$ cat src/rtl/nvm_tgt_pkg.sv
package nvm_tgt_pkg;

    // Protocol phases of the target
    typedef enum logic [2:0] {
        ST_IDLE  = 3'd0,   // waiting for START
        ST_DEV   = 3'd1,   // shifting in the select byte
        ST_ADDR  = 3'd2,   // shifting in the word address
        ST_WDATA = 3'd3,   // shifting in a data byte
        ST_ACK   = 3'd4,   // target-driven acknowledge slot
        ST_RDATA = 3'd5,   // shifting out a data byte
        ST_RACK  = 3'd6    // master acknowledge slot after a read byte
    } tgt_state_e;

endpackage

$ cat src/rtl/line_filter.sv
module line_filter #(
    parameter int FILT_CYC = 4
) (
    input  logic clk,
    input  logic rst_n,
    input  logic raw,
    output logic filt
);

    localparam int CW = (FILT_CYC > 1) ? $clog2(FILT_CYC) : 1;

    typedef struct packed {
        logic [1:0]    sync;
        logic [CW-1:0] cnt;
        logic          out;
    } flt_t;

    flt_t q, d;

    always_comb begin
        d      = q;
        d.sync = {q.sync[0], raw};
        if (q.sync[1] != q.out) begin
            if (q.cnt == CW'(FILT_CYC - 1)) begin
                d.out = q.sync[1];
                d.cnt = '0;
            end else begin
                d.cnt = q.cnt + 1'b1;
            end
        end else begin
            d.cnt = '0;
        end
    end

    always_ff @(posedge clk) begin
        if (!rst_n) begin
            q.sync <= 2'b11;
            q.cnt  <= '0;
            q.out  <= 1'b1;
        end else begin
            q <= d;
        end
    end

    assign filt = q.out;

endmodule

$ cat src/rtl/bus_events.sv
module bus_events (
    input  logic clk,
    input  logic rst_n,
    input  logic scl_f,
    input  logic sda_f,
    output logic ev_start,
    output logic ev_stop,
    output logic ev_rise,
    output logic ev_fall
);

    typedef struct packed {
        logic scl;
        logic sda;
    } prev_t;

    prev_t q, d;

    always_comb begin
        d.scl = scl_f;
        d.sda = sda_f;
    end

    always_ff @(posedge clk) begin
        if (!rst_n) q <= '1;
        else        q <= d;
    end

    assign ev_start = scl_f & q.scl & q.sda & ~sda_f;
    assign ev_stop  = scl_f & q.scl & ~q.sda & sda_f;
    assign ev_rise  = scl_f & ~q.scl;
    assign ev_fall  = ~scl_f & q.scl;

endmodule

$ cat src/rtl/serial_nvm_target.sv
module serial_nvm_target
    import nvm_tgt_pkg::*;
#(
    parameter int         ADDR_W   = 11,
    parameter int         PAGE_W   = 5,
    parameter int         FILT_CYC = 4,
    parameter logic [3:0] DEV_CODE = 4'b1010
) (
    input  logic              clk,
    input  logic              rst_n,
    input  logic              scl_in,
    input  logic              sda_in,
    output logic              sda_oe,
    input  logic              wp,
    input  logic              busy,
    output logic [ADDR_W-1:0] mem_addr,
    input  logic [7:0]        mem_rdata,
    output logic              mem_we,
    output logic [7:0]        mem_wdata,
    output logic              wr_commit
);

    localparam int BLK_W   = ADDR_W - 8;
    localparam int N_LINES = 2;

    // ---------------- input conditioning ----------------
    logic [N_LINES-1:0] raw_l;
    logic [N_LINES-1:0] filt_l;
    logic               scl_f;
    logic               sda_f;

    assign raw_l = {sda_in, scl_in};

    for (genvar g = 0; g < N_LINES; g++) begin : g_line
        line_filter #(.FILT_CYC(FILT_CYC)) u_filt (
            .clk   (clk),
            .rst_n (rst_n),
            .raw   (raw_l[g]),
            .filt  (filt_l[g])
        );
    end

    assign scl_f = filt_l[0];
    assign sda_f = filt_l[1];

    logic ev_start, ev_stop, ev_rise, ev_fall;

    bus_events u_events (
        .clk      (clk),
        .rst_n    (rst_n),
        .scl_f    (scl_f),
        .sda_f    (sda_f),
        .ev_start (ev_start),
        .ev_stop  (ev_stop),
        .ev_rise  (ev_rise),
        .ev_fall  (ev_fall)
    );

    // ---------------- protocol engine ----------------
    typedef struct packed {
        tgt_state_e        st;
        tgt_state_e        nxt;
        logic [3:0]        cnt;
        logic [7:0]        sh;
        logic [ADDR_W-1:0] ptr;
        logic              oe;
        logic              we;
        logic              wrote;
        logic              commit;
        logic              mnack;
    } eng_t;

    eng_t q, d;

    always_comb begin
        d        = q;
        d.we     = 1'b0;
        d.commit = 1'b0;

        // page-local step one cycle after a stored byte
        if (q.we) begin
            d.ptr = {q.ptr[ADDR_W-1:PAGE_W], q.ptr[PAGE_W-1:0] + 1'b1};
        end

        if (ev_stop) begin
            d.st     = ST_IDLE;
            d.oe     = 1'b0;
            d.cnt    = '0;
            d.commit = q.wrote;
            d.wrote  = 1'b0;
        end else if (ev_start) begin
            d.st  = ST_DEV;
            d.oe  = 1'b0;
            d.cnt = '0;
        end else begin
            case (q.st)
                ST_DEV, ST_ADDR, ST_WDATA: begin
                    if (ev_rise && q.cnt != 4'd8) begin
                        d.sh  = {q.sh[6:0], sda_f};
                        d.cnt = q.cnt + 4'd1;
                    end else if (ev_fall && q.cnt == 4'd8) begin
                        d.cnt = '0;
                        if (q.st == ST_DEV) begin
                            if (q.sh[7:4] == DEV_CODE && !busy) begin
                                d.ptr[ADDR_W-1:8] = q.sh[BLK_W:1];
                                d.oe  = 1'b1;
                                d.st  = ST_ACK;
                                d.nxt = q.sh[0] ? ST_RDATA : ST_ADDR;
                            end else begin
                                d.st = ST_IDLE;
                            end
                        end else if (q.st == ST_ADDR) begin
                            d.ptr[7:0] = q.sh;
                            d.oe  = 1'b1;
                            d.st  = ST_ACK;
                            d.nxt = ST_WDATA;
                        end else begin
                            d.st  = ST_ACK;
                            d.nxt = ST_WDATA;
                            if (!wp) begin
                                d.oe    = 1'b1;
                                d.we    = 1'b1;
                                d.wrote = 1'b1;
                            end
                        end
                    end
                end
                ST_ACK: begin
                    if (ev_fall) begin
                        d.cnt = '0;
                        d.st  = q.nxt;
                        if (q.nxt == ST_RDATA) begin
                            d.sh = mem_rdata;
                            d.oe = ~mem_rdata[7];
                        end else begin
                            d.oe = 1'b0;
                        end
                    end
                end
                ST_RDATA: begin
                    if (ev_fall) begin
                        if (q.cnt == 4'd7) begin
                            d.oe  = 1'b0;
                            d.cnt = '0;
                            d.ptr = q.ptr + 1'b1;
                            d.st  = ST_RACK;
                        end else begin
                            d.cnt = q.cnt + 4'd1;
                            d.sh  = {q.sh[6:0], 1'b0};
                            d.oe  = ~q.sh[6];
                        end
                    end
                end
                ST_RACK: begin
                    if (ev_rise) begin
                        d.mnack = sda_f;
                    end else if (ev_fall) begin
                        if (q.mnack) begin
                            d.st = ST_IDLE;
                            d.oe = 1'b0;
                        end else begin
                            d.sh  = mem_rdata;
                            d.oe  = ~mem_rdata[7];
                            d.cnt = '0;
                            d.st  = ST_RDATA;
                        end
                    end
                end
                default: ;
            endcase
        end
    end

    always_ff @(posedge clk) begin
        if (!rst_n) q <= '0;
        else        q <= d;
    end

    assign sda_oe    = q.oe;
    assign mem_addr  = q.ptr;
    assign mem_we    = q.we;
    assign mem_wdata = q.sh;
    assign wr_commit = q.commit;

endmodule

$ cat config.mk
export PLATFORM = sky130hd
export DESIGN_NAME = serial_nvm_target
export DESIGN_NICKNAME = d
export VERILOG_FILES = /design/src/rtl/nvm_tgt_pkg.sv /design/src/rtl/line_filter.sv /design/src/rtl/bus_events.sv /design/src/rtl/serial_nvm_target.sv
export SDC_FILE = /design/constraint.sdc
export NUM_CORES = 1
export LEC_CHECK = 0
export BUFFER_PORTS_ARGS = -buffer_cell sky130_fd_sc_hd__buf_2
export CORE_ASPECT_RATIO = 0.75
export CORE_UTILIZATION = 40
export DETAILED_ROUTE_END_ITERATION = 12
export PLACE_DENSITY = 0.6
export SLEW_MARGIN = 20
export SYNTH_ARGS = -nofsm -noshare
export SYNTH_HDL_FRONTEND = slang
export SYNTH_SLANG_ARGS = --single-unit
export TNS_END_PERCENT = 10
$ cat constraint.sdc
create_clock -name clk -period 4.4 [get_ports clk]
set_clock_uncertainty 0.1 [all_clocks]
set_input_delay 0.44 -clock clk [delete_from_list [all_inputs] [get_ports clk]]
set_output_delay 0.44 -clock clk [all_outputs]
set_load 0.02 [all_outputs]
==> impl_metrics.json <==
{
  "min_path_cells": 2,
  "worstMarginPinSlew_ns": 0.8962,
  "powerDensity_nw_per_um2": 266.3,
  "gp_congestion": 0.8295,
  "cts_setup_buffers": 0,
  "status": "finished clean",
  "crit_path_top_delay_cell": "dfxtp_1",
  "slew_headroom": 0.4013,
  "num_rows": 25,
  "grt_usage": 0.2012,
  "grt_pass1_wl_um": 10740,
  "cp_cell_sequence": "o21bai_1, or3_1, a221o_1, a221oi_1, a211oi_1",
  "grt_most_used_layer": "met1",
  "critical_path_required_ns": 4.45,
  "avgViaCountPerCell": 5.923,
  "grt_overflow": 0,
  "synth_area_per_cell_um2": 8.443,
  "synth_commonest_cells": "dfxtp_1 (46), buf_4 (19), nor2_1 (19)",
  "htree_levels": 2,
  "vias": 2381,
  "grtUsageMet1": 0.3147,
  "grt_util_met2": 0.2731,
  "areaGrowthSynthToFinish_pct": 5.844,
  "maxCapViolCount": 0,
  "clock-sinks": 46,
  "clock_latency_ns": 0.29,
  "startpoint_type": "flop",
  "ir_drop_mv": 0.1411,
  "die_w_um": 96.45,
  "cts_tree": "done",
  "total_leakage_power_nw": 1.055,
  "synthArstFlopShare": 0,
  "grt_pass1_vias": 2129,
  "min_from": "scl_in",
  "io_buffers": 35,
  "hp-class": "in2reg",
  "reg2reg_depth": 5,
  "syn_nets": 336,
  "wirelength_um": 6746,
  "seq_area_frac_synth": 0.3441,
  "ctsHoldBuffers": 0,
  "critPathMaxFanout": 21,
  "drive_above_1_share": 0.1682,
  "drcViolationCount": 0,
  "grt_util_met3": 0.05104,
  "clk_pin_slew_ns": 0.09,
  "synth.most_common_cell": "dfxtp_1",
  "ys_ff_latch": 46,
  "hold_end": "g_line[0].u_filt.d[4]",
  "diodes": 0,
  "reg2reg_to": "mem_wdata[2]",
  "period_share": 0.5951,
  "synth_edf_count": 0,
  "antenna_left": 0,
  "fmaxAchievable_mhz": 381.9,
  "timing.rr.start": "q[31]",
  "ctsResizeCount": 0,
  "synth_area_um2": 2676,
  "rsz0062_at_grt": "false",
  "tns_ns": 0,
  "cp-end-kind": "flop",
  "start_util": 0.4194,
  "ios": 36,
  "drv_slew": 0,
  "syn_inst": 317,
  "ys.flop_type": "dfxtp_1",
  "wl_per_cell_um": 16.78,
  "final_nets": 339,
  "cts-root-buf": "clkbuf_8",
  "dp_hpwl_um": 4771,
  "yosysWarnings": 0,
  "fin_hold_ws_ns": 0.2213,
  "grt_max_degree": 24,
  "hold_violations": 0,
  "core-area_um2": 6381,
  "synth_top_cell_area_share": 0.3441,
  "cts-buffers-inserted": 5,
  "die_area_um2": 7025,
  "synth.area.top_cells": "dfxtp_1 (34%), buf_4 (5.3%), nand2b_1 (3.0%)",
  "synth_top_area_cell": "dfxtp_1",
  "cpLargestDelayFamily": "compound AO/OA/AOI/OAI gates",
  "synth.distinct_cells": 58,
  "timing.critical_path.slowest_cell_delay_ns": 0.74,
  "antenna_found_initial": 0,
  "clk_path_buf_depth": 2,
  "path_class": "reg2reg",
  "drt_iter0_drc": 128,
  "setup_viol": 0,
  "die_y_um": 72.84,
  "cp_num_buf_inv": 0,
  "first_pass_iters": 4,
  "critPathArrivalTime_ns": 2.66,
  "reg2reg_slack_ns": 1.78,
  "post-route-min-period_ns": 2.619
}
-- worst max path at each step --
stage	start	to	slack, ns	cells past startpoint
after global routing	q[33]	mem_addr[3]	1.56	5
after global placement	q[32]	mem_wdata[6]	1.85	5
after detailed placement	q[32]	mem_wdata[2]	1.84	5
final	q[31]	mem_wdata[2]	1.78	5
after floorplan	q[24]	mem_wdata[4]	2.15	9
after CTS	q[32]	mem_wdata[2]	1.83	5
-- per-layer routing --
layer,wire length [um],vias to the layer above
li1,-,1159
met1,3638,1149
met2,2681,69
met3,382,4
met4,43,0
met5,0,-
-- flip-flops by register name (all words and copies together), names as in the netlist --
name                flops
sda_oe                  1
mem_addr               11
mem_we                  1
q                      12
g_line.u_filt.filt      2
g_line.u_filt.q         6
u_events.q              2
g_line.u_filt.d         2
mem_wdata               8
wr_commit               1
-- where the power goes --
part	switching, mW	internal [mW]	leakage [nW]
combinational	0.0137	0.00694	0.632
sequential	0.00110	0.418	0.372
clock	0.145	0.170	0.0514
total	0.160	0.595	1.05
-- worst register-to-register path, delay by kind of cell (launching register included) --
family | cells | cell delay [ns]
flip-flops | 1 | 0.74
AO/OA/AOI/OAI | 4 | 1.23
AND/OR/NAND/NOR | 1 | 0.41
-- per-stage QoR --
step	instances	total power [mW]	util	worst slack (ns)	instance area, um2
floorplan	317	0.4393	-	2.155	2676
global placement	394	0.4496	0.4267	1.847	2723
detailed placement	394	0.4498	0.4267	1.839	2723
CTS	402	0.7643	0.4439	1.833	2833
global route	402	0.7828	0.4439	1.559	2833
finish	402	0.7545	0.4439	1.781	2833
-- layout by cell type, fill, tap and decap left out, types with 4 or more instances in the layout --
cell type,count
nand2b_1,13
a22oi_1,6
o21ai_0,7
nand3b_1,5
nor2b_1,8
dfxtp_1,46
o22ai_1,4
xor2_1,6
nand2_1,17
nor4_1,5
buf_2,35
a221oi_1,7
clkbuf_8,5
ha_1,5
or4_1,4
nor2_1,19
mux2i_1,5
nor3_1,10
a211oi_1,7
inv_1,14
o211ai_1,5
nand3_1,14
a21oi_1,14
-- logic make-up after synthesis --
family	after synthesis	share of synthesized area
buf+inv	54	0.1085
flops	46	0.3441
compound gates	79	0.2225
simple gates	119	0.2534
fa+ha+maj	5	0.02338
mux	5	0.01870
xor+xnor	9	0.02945
-- cell type report --
class                   count  area (um2)
well taps                  81       101.3
multi-input cells         217        1465
clock inverters             2       37.54
repair buffers             36       182.7
inverters                  14       52.55
clock buffers               6       72.57
fillers                   652        3548
flip-flops and latches     46       920.9
(Power assumes the default switching activity.)
